===== src/rtl/patch_pkg.sv =====
package patch_pkg;

    typedef enum logic [2:0] {
        ST_IDLE  = 3'd0,
        ST_CAND  = 3'd1,
        ST_RD    = 3'd2,
        ST_CMP   = 3'd3,
        ST_WR    = 3'd4,
        ST_VRD   = 3'd5,
        ST_VCMP  = 3'd6
    } pe_state_e;

    typedef logic [7:0] pe_byte_t;

endpackage


===== src/rtl/pe_byte_pick.sv =====
module pe_byte_pick #(
    parameter  int NB = 16,
    localparam int IW = $clog2(NB)
) (
    input  logic [NB*8-1:0]        bytes_i,
    input  logic [IW-1:0]          sel_i,
    output patch_pkg::pe_byte_t    byte_o
);

    patch_pkg::pe_byte_t lane [NB];

    for (genvar g = 0; g < NB; g++) begin : g_lane
        assign lane[g] = bytes_i[g*8 +: 8];
    end

    assign byte_o = lane[sel_i];

endmodule


===== src/rtl/pe_window.sv =====
module pe_window #(
    parameter  int AW = 10,
    parameter  int LW = 5,
    parameter  int IW = 4
) (
    input  logic [AW:0]    cand_i,
    input  logic [AW:0]    lim_i,
    input  logic [LW-1:0]  len_i,
    input  logic [IW-1:0]  idx_i,
    output logic           fits_o,
    output logic           odd_o,
    output logic [AW-1:0]  addr_o
);

    logic [AW+1:0] tail_w;

    assign tail_w = {1'b0, cand_i} + {{(AW+2-LW){1'b0}}, len_i};
    assign fits_o = (tail_w <= {1'b0, lim_i});
    assign odd_o  = cand_i[0];
    assign addr_o = cand_i[AW-1:0] + {{(AW-IW){1'b0}}, idx_i};

endmodule


===== src/rtl/patch_engine.sv =====
module patch_engine #(
    parameter  int AW     = 10,
    parameter  int MAXLEN = 16,
    localparam int LW     = $clog2(MAXLEN + 1),
    localparam int IW     = $clog2(MAXLEN),
    localparam int PB     = MAXLEN * 8
) (
    input  logic            clk,
    input  logic            rst_n,
    input  logic            start,
    input  logic [AW-1:0]   win_base,
    input  logic [AW:0]     win_size,
    input  logic [LW-1:0]   pat_len,
    input  logic            even_only,
    input  logic [PB-1:0]   find_bytes,
    input  logic [PB-1:0]   put_bytes,
    output logic [AW-1:0]   ram_addr,
    output logic            ram_rd,
    output logic            ram_we,
    output logic [7:0]      ram_wdata,
    input  logic [7:0]      ram_rdata,
    output logic            busy,
    output logic            done,
    output logic            not_found,
    output logic            verify_fail,
    output logic            len_error,
    output logic [AW-1:0]   hit_addr
);
    import patch_pkg::*;

    typedef struct packed {
        pe_state_e        st;
        logic [AW:0]      base;
        logic [AW:0]      lim;
        logic [LW-1:0]    len;
        logic             align;
        logic [PB-1:0]    spat;
        logic [PB-1:0]    rpat;
        logic [AW:0]      cand;
        logic [IW-1:0]    idx;
        logic             done;
        logic             nf;
        logic             vf;
        logic             le;
        logic [AW-1:0]    match;
    } eng_t;

    eng_t r_q, r_d;

    logic           fits_w, odd_w, last_w;
    logic [AW-1:0]  addr_w;
    pe_byte_t       sbyte_w, rbyte_w;
    logic [LW-1:0]  idx_ext_w;

    pe_window #(.AW(AW), .LW(LW), .IW(IW)) u_win (
        .cand_i (r_q.cand),
        .lim_i  (r_q.lim),
        .len_i  (r_q.len),
        .idx_i  (r_q.idx),
        .fits_o (fits_w),
        .odd_o  (odd_w),
        .addr_o (addr_w)
    );

    pe_byte_pick #(.NB(MAXLEN)) u_find (
        .bytes_i (r_q.spat),
        .sel_i   (r_q.idx),
        .byte_o  (sbyte_w)
    );

    pe_byte_pick #(.NB(MAXLEN)) u_put (
        .bytes_i (r_q.rpat),
        .sel_i   (r_q.idx),
        .byte_o  (rbyte_w)
    );

    assign idx_ext_w = {{(LW-IW){1'b0}}, r_q.idx};
    assign last_w    = ((idx_ext_w + 1'b1) == r_q.len);

    always_comb begin
        r_d = r_q;
        unique case (r_q.st)
            ST_IDLE: begin
                if (start) begin
                    r_d.base  = {1'b0, win_base};
                    r_d.lim   = {1'b0, win_base} + win_size;
                    r_d.len   = pat_len;
                    r_d.align = even_only;
                    r_d.spat  = find_bytes;
                    r_d.rpat  = put_bytes;
                    r_d.cand  = {1'b0, win_base};
                    r_d.idx   = '0;
                    r_d.nf    = 1'b0;
                    r_d.vf    = 1'b0;
                    r_d.le    = 1'b0;
                    if (pat_len == '0 || pat_len > LW'(MAXLEN)) begin
                        r_d.le   = 1'b1;
                        r_d.done = 1'b1;
                    end else begin
                        r_d.done = 1'b0;
                        r_d.st   = ST_CAND;
                    end
                end
            end
            ST_CAND: begin
                if (!fits_w) begin
                    r_d.nf   = 1'b1;
                    r_d.done = 1'b1;
                    r_d.st   = ST_IDLE;
                end else if (r_q.align && odd_w) begin
                    r_d.cand = r_q.cand + 1'b1;
                end else begin
                    r_d.idx = '0;
                    r_d.st  = ST_RD;
                end
            end
            ST_RD: begin
                r_d.st = ST_CMP;
            end
            ST_CMP: begin
                if (ram_rdata != sbyte_w) begin
                    r_d.cand = r_q.cand + 1'b1;
                    r_d.st   = ST_CAND;
                end else if (last_w) begin
                    r_d.idx   = '0;
                    r_d.match = r_q.cand[AW-1:0];
                    r_d.st    = ST_WR;
                end else begin
                    r_d.idx = r_q.idx + 1'b1;
                    r_d.st  = ST_RD;
                end
            end
            ST_WR: begin
                if (last_w) begin
                    r_d.idx = '0;
                    r_d.st  = ST_VRD;
                end else begin
                    r_d.idx = r_q.idx + 1'b1;
                end
            end
            ST_VRD: begin
                r_d.st = ST_VCMP;
            end
            ST_VCMP: begin
                if (ram_rdata != rbyte_w) begin
                    r_d.vf   = 1'b1;
                    r_d.done = 1'b1;
                    r_d.st   = ST_IDLE;
                end else if (last_w) begin
                    r_d.done = 1'b1;
                    r_d.st   = ST_IDLE;
                end else begin
                    r_d.idx = r_q.idx + 1'b1;
                    r_d.st  = ST_VRD;
                end
            end
            default: r_d.st = ST_IDLE;
        endcase
    end

    always_ff @(posedge clk or negedge rst_n) begin
        if (!rst_n) r_q <= '0;
        else        r_q <= r_d;
    end

    assign ram_addr    = addr_w;
    assign ram_rd      = (r_q.st == ST_RD) || (r_q.st == ST_VRD);
    assign ram_we      = (r_q.st == ST_WR);
    assign ram_wdata   = rbyte_w;
    assign busy        = (r_q.st != ST_IDLE);
    assign done        = r_q.done;
    assign not_found   = r_q.nf;
    assign verify_fail = r_q.vf;
    assign len_error   = r_q.le;
    assign hit_addr    = r_q.match;

    AST_ACC_IN_WINDOW: assert property (@(posedge clk) disable iff (!rst_n)
        (ram_rd || ram_we) |-> (({1'b0, ram_addr} >= r_q.base) && ({1'b0, ram_addr} < r_q.lim)));
    AST_EVEN_CAND: assert property (@(posedge clk) disable iff (!rst_n)
        (r_q.st == ST_RD && r_q.idx == '0 && r_q.align) |-> !ram_addr[0]);
    AST_ONE_OUTCOME: assert property (@(posedge clk) disable iff (!rst_n)
        $onehot0({not_found, verify_fail, len_error}));
    AST_LEN_QUIET: assert property (@(posedge clk) disable iff (!rst_n)
        len_error |-> (!ram_rd && !ram_we && !busy));
    AST_STATUS_HOLD: assert property (@(posedge clk) disable iff (!rst_n)
        (!busy && !start) |=> $stable({done, not_found, verify_fail, len_error, hit_addr}));
    AST_BUSY_IGNORES_START: assert property (@(posedge clk) disable iff (!rst_n)
        (busy && start) |=> $stable({r_q.base, r_q.lim, r_q.len, r_q.spat, r_q.rpat}));
    AST_DONE_NOT_BUSY: assert property (@(posedge clk) disable iff (!rst_n)
        done |-> !busy);

endmodule


===== config.mk =====
export PLATFORM = sky130hd
export DESIGN_NAME = patch_engine
export DESIGN_NICKNAME = d
export VERILOG_FILES = /design/src/rtl/patch_pkg.sv /design/src/rtl/pe_byte_pick.sv /design/src/rtl/pe_window.sv /design/src/rtl/patch_engine.sv
export SDC_FILE = /design/constraint.sdc
export NUM_CORES = 1
export LEC_CHECK = 0
export ABC_AREA = 0
export BUFFER_PORTS_ARGS = -buffer_cell sky130_fd_sc_hd__buf_2
export CORE_ASPECT_RATIO = 0.75
export CORE_MARGIN = 3
export CORE_UTILIZATION = 60
export DETAILED_ROUTE_END_ITERATION = 10
export PLACE_DENSITY = 0.85
export SETUP_SLACK_MARGIN = 0.4
export SYNTH_ARGS = -nofsm -noshare
export SYNTH_HDL_FRONTEND = slang
export SYNTH_HIERARCHICAL = 1
export SYNTH_SLANG_ARGS = --single-unit

===== constraint.sdc =====
create_clock -name clk -period 10.8 [get_ports clk]
set_input_delay 2.7 -clock clk [delete_from_list [all_inputs] [get_ports clk]]
set_output_delay 2.7 -clock clk [all_outputs]
set_load 0.03 [all_outputs]

After elaboration in Yosys (flattened, before gate mapping)
Index checks and enable logic that the tools add are counted.

word-level totals
  input bits = 294
  register bits after elaboration = 315
  output and inout port bits = 35
  word-level logic and storage cells = 101

cells by class
  equality and inequality tests = 23
  order comparisons = 3
  bitwise gates (word level) = 2
  reduce and logical (&&, ||, !) cells = 19
  $add $sub $neg = 6
  multiplexer cells = 34

operator list
  kind                     count
  $mux W306                1
  $bmux W8 S4              2
  $pmux W11 S3             1
  $mux W8                  4
  $mux W3                  8
  $mux W11                 2
  $ne A2 B2 Y1 const B     11
  $pmux W3 S7              1
  $mux W4                  5
  $pmux W4 S5              1
  $ne A8 B8 Y1             2
  $mux W15                 1
  $add A11 B5 Y12          1
  $le A12 B11 Y1           1
  $add A10 B11 Y11         1
  $add A11 B1 Y11 const B  1
  $add A10 B4 Y10          1
  $eq A3 B3 Y1 const B     3
  $reduce_and A3 Y1        3
  $reduce_bool A3 Y1       3
  $reduce_and A4 Y1        2
  $reduce_and A7 Y1        1
  $eq A3 B2 Y1 const B     2
  $ne A3 B3 Y1 const B     2
  21 further kinds         27

Longest topological paths before layout
  depth in word-level cells = 7
  depth in mapped cells = 21
  depth with buffers taken out = 20

Cells and area by module
Netlist, hierarchy kept.

modules (own cells, without submodules)
  module        area each (um2)  cells an instance  sequential area each (um2)  times used
  patch_engine  12,665.9         1,423              7,632.3                     1
  pe_byte_pick  1,033.5          70                 0.0                         2
  pe_window     797.0            112                0.0                         1

Least setup slack after synthesis
OpenSTA, ideal clock, no wires.

  path type = register to output
  start point = register r_q (netlist bit idx_ext_w[0])
  end point = output ram_addr[8]
  arrival time = 2.107 ns
  cell stages (with the launch flop) = 9
  setup slack = 5.993 ns
  data required time = 8.100 ns
  buffers on the path = 0
  cell sequence = dfrtp_1 > ha_1 > inv_1 > fa_1 > nor2b_1 > o21ai_0 > nand2b_1 > and3_1 > xor2_1

on the way
  longest elaborated chain between the ends = 1

ends and longest elaborated chain
  item                    RTL line             RTL
  start, declared         patch_engine.sv:48   eng_t r_q, r_d;
  start signal, assigned  patch_engine.sv:163  else r_q <= r_d;
  $add A10 B4 Y10         pe_window.sv:20      assign addr_o = cand_i[AW-1:0] + {{(AW-IW){1'b0}}, idx_i};
  end, declared           patch_engine.sv:17   output logic [AW-1:0] ram_addr,

Every way passes these cells.

Worst setup path in the final report
  start point = register r_q (netlist bit idx_ext_w[0])
  end point = output ram_wdata[4]

on the way
  longest elaborated chain between the ends = 4

ends and longest elaborated chain
  item                                         RTL line            RTL
  $not A4 Y5 (not written as such)             pe_byte_pick.sv:16  assign byte_o = lane[sel_i];
  $bmux W8 S4                                  pe_byte_pick.sv:16
  $mux W8 (not written as such) (2 in series)  pe_byte_pick.sv:16
  end, declared                                patch_engine.sv:20  output logic [7:0] ram_wdata,

Every way passes these cells. The select of a mux whose other input is x is not followed.

==> impl_metrics.csv <==
group,metric,value,unit
floorplan,start_util,0.616,
sta,rsz0062_at_grt,"false",
floorplan,rows,50,
route,ant_nets,0,
sta,relSlewSlack,0.274,
power,p_leak,9.61,nW
global_routing,grt_pass1_vias,13200,
synth,synth_ff_type,"dfrtp_1",
worst_setup_path,path_delay_family,"buffers and inverters",
worst_setup_path,critPathRequiredTime,8.10,ns
cts,clock_latency,0.55,ns
floorplan,die_area,27900,sq um
sta,setup_viol,0,
worst_setup_path,cp_data_arrival_time,3.29,ns
place,place_ws,5.39,ns
worst_setup_path,slowest_stage,"buf_4",
cts,cts_tree,"done",
route,drt_iter0_markers,1023,
cts,htreeDepth,1,
synth,yosys_warnings,6,
synth,synth_area_leaders,"dfrtp_1 49%, nand2_1 20%, mux4_2 5.2%, mux4_1 4.7%, ha_1 2.7%",
worst_setup_path,r2r-start,"r_q[18]",
synth,synth_fa_ha_area_frac,0.0305,
synth,yosysUniqueCellTypes,61,
cts,root_buffer,"clkbuf_16",
synth,yosys.area.top_type_share,0.491,
power,p_total,5.08,mW
global_routing,grt_max_degree,116,
synth,ys_seq_elements,305,
worst_setup_path,crit_type,"reg2out",
sta,slew_violations,0,
sta,period_share,0.555,
cts,numCtsBuffers,29,
floorplan,die_x,192,microns
global_routing,grt_pass1_wl,68000,microns
power,p_per_area,279,nW/um^2
place,placedInstanceArea,17100,sq um
global_routing,grt_overflow,0,
synth,async_flop_share,1.00,
route,vias,13200,
synth,yosys.area_share.simple,0.242,
sta,setup_tns,0,ns
worst_setup_path,r2r_end,"r_q[25]",
place,finalWeightedCongestion,0.922,
synth,synth_area_leader_cell,"dfrtp_1",
worst_setup_path,cp_slowest_stage_delay,0.79,ns
synth,yosys.cell_count.top_type,"nand2_1",
place,hpwl,30100,microns
cts,cts_hold_buf,0,
sta,fmax,167,MHz
worst_setup_path,rrSetupSlack,5.66,ns
cts,cts.sinks,305,
floorplan,io_pins,329,
route,drt-wirelength-per-cell,18.7,microns
finish,nets,2275,
finish,layout-drive-gt1-share,0.228,
synth,synthMuxAreaShare,0.109,
synth,netlist_instances,1675,
finish,synthToLayoutAreaGrowth,17.3,%
route,wirelength,43000,microns
cts,cts_resized,0,
floorplan,coreArea,25200,sq um
sta,fin_worst_skew,0.0122,ns
worst_setup_path,critPathMaxFanout,52,
synth,synth_area,15500,sq um
sta,tightestPinTransition,1.09,ns
global_routing,grt_use_met1,0.437,
worst_setup_path,worst-r2r-cell-count,21,
synth,seq_area_frac_synth,0.491,
global_routing,antenna_found_initial,1,
cts,cts_buffer_depth,3,
job,cap_violations,0,
power,vdd_ir_drop_max,0.000200,V
floorplan,fp.dieH,145,microns
synth,yosys-top-cells-count,"840 x nand2_1, 305 x dfrtp_1, 41 x clkbuf_1",
synth,syn_avg_cell_area,9.27,sq um
worst_setup_path,startpoint_type,"flip-flop",
finish,fin_area,18200,sq um
hold_path,whs_endpoint,"r_q[203]",
outcome,status,"complete, no violations",
cts,post_cts_buffers,0,
hold_path,hold_depth,2,
route,first_pass_iters,7,
worst_setup_path,path_cells,"buf_4 > mux4_1 > a22oi_1 > nand2_1 > buf_2",
synth,synth-xor-area-share,0.0265,
cts,path_clk_slew,0.06,ns
route,drc,0,
worst_setup_path,end_kind,"primary output",
synth,synth_nets,2005,
place,portBuffers,328,
global_routing,busiest_layer,"met2",
sta,worst_slack,4.81,ns
global_routing,grtUsageMet3,0.0525,
synth,synth-edff-count,0,
global_routing,track_usage,0.306,
global_routing,groute.layer.met2.usage,0.484,
route,post_drt_via_cell_ratio,5.73,
hold_path,worstHoldStart,"r_q[203]",
worst_setup_path,path_buf_inv,2,
synth,synth_top_family_by_area,"simple AND/OR/NAND/NOR gates",
synth,synth_compound_area_frac,0.0587,
sta,hold_viol,0,
sta,fin_crit,5.99,ns
hold_path,hp-class,"reg2reg",
-- worst reg2reg max path, delay by kind of cell (launching register included) --
| kind | cells | cell delay [ns] |
|---|---|---|
| xor+xnor | 1 | 0.19 |
| buf+inv | 2 | 0.29 |
| flops | 1 | 0.60 |
| compound gates | 9 | 1.50 |
| simple gates | 6 | 1.43 |
| fa+ha+maj | 3 | 1.04 |
-- cell usage in the layout (no fill, tap or decap), types with 12 or more instances in the layout --
cell type  Yosys  routed
nor2_1        28      28
mux4_2        36      36
nor3_1        17      17
dfrtp_1      305     303
a21oi_1       22      22
ha_1          33      33
clkbuf_16      0      29
o21ai_0       32      32
mux4_1        28      28
inv_1         27      27
nand2_1      840     840
mux2_2        12      12
a22oi_1       38      38
xor2_1        21      21
buf_2         28     327
xnor2_1       26      26
-- metrics by stage --
step / hold slack, ns / utilization / instances
6_report: 0.470 / 0.722 / 2307
4_1_cts: 0.471 / 0.722 / 2305
3_5_place_dp: 0.455 / 0.680 / 2252
3_3_place_gp: 0.449 / 0.680 / 2252
2_1_floorplan: 0.437 / - / 1675
5_1_grt: 0.488 / 0.722 / 2306
-- cell families after synthesis --
logic type	after synthesis
multiplexers	77
flip-flops	305
XOR/XNOR	47
AND/OR/NAND/NOR	949
adder cells (fa/ha/maj)	36
buffers and inverters	126
AO/OA/AOI/OAI	135
-- area by class of cell --
class	instances	area, sq um
fillers	1836	7000
repair buffers	338	1730
multi-input cells	1244	7250
well taps	338	423
clock inverters	14	233
clock buffers	39	833
inverters	27	101
flip-flops and latches	305	7640
diodes	2	5.00
-- metal layers --
metal	vias to the layer above	wire length, microns
met5	-	0
met4	0	1460
met3	96	3530
met2	634	20300
met1	6428	17800
li1	6059	-
-- sequential cells by signal, indices dropped and copies added, names as in the netlist --
signal       cells
hit_addr        10
idx_ext_w        4
done             1
len_error        1
verify_fail      1
not_found        1
r_q            287
-- report_power, final --
group          internal (mW)  total, mW  switching, mW
sequential              1.67       2.05          0.382
clock                  0.685       1.13          0.442
combinational          0.774       1.91           1.13
total                   3.13       5.08           1.96
-- worst max-delay path by stage --
stage	startpoint	to	slack, ns	cells past startpoint
final	idx_ext_w[0]	ram_wdata[4]	4.81	5
after global routing	idx_ext_w[0]	ram_wdata[4]	4.69	5
after CTS	idx_ext_w[0]	ram_wdata[4]	4.78	5
after detailed placement	idx_ext_w[0]	ram_wdata[3]	5.39	5
after global placement	idx_ext_w[0]	ram_wdata[7]	5.44	5
after floorplan	idx_ext_w[0]	ram_addr[8]	5.99	8
Note: power is estimated with default switching activity, not from simulation.
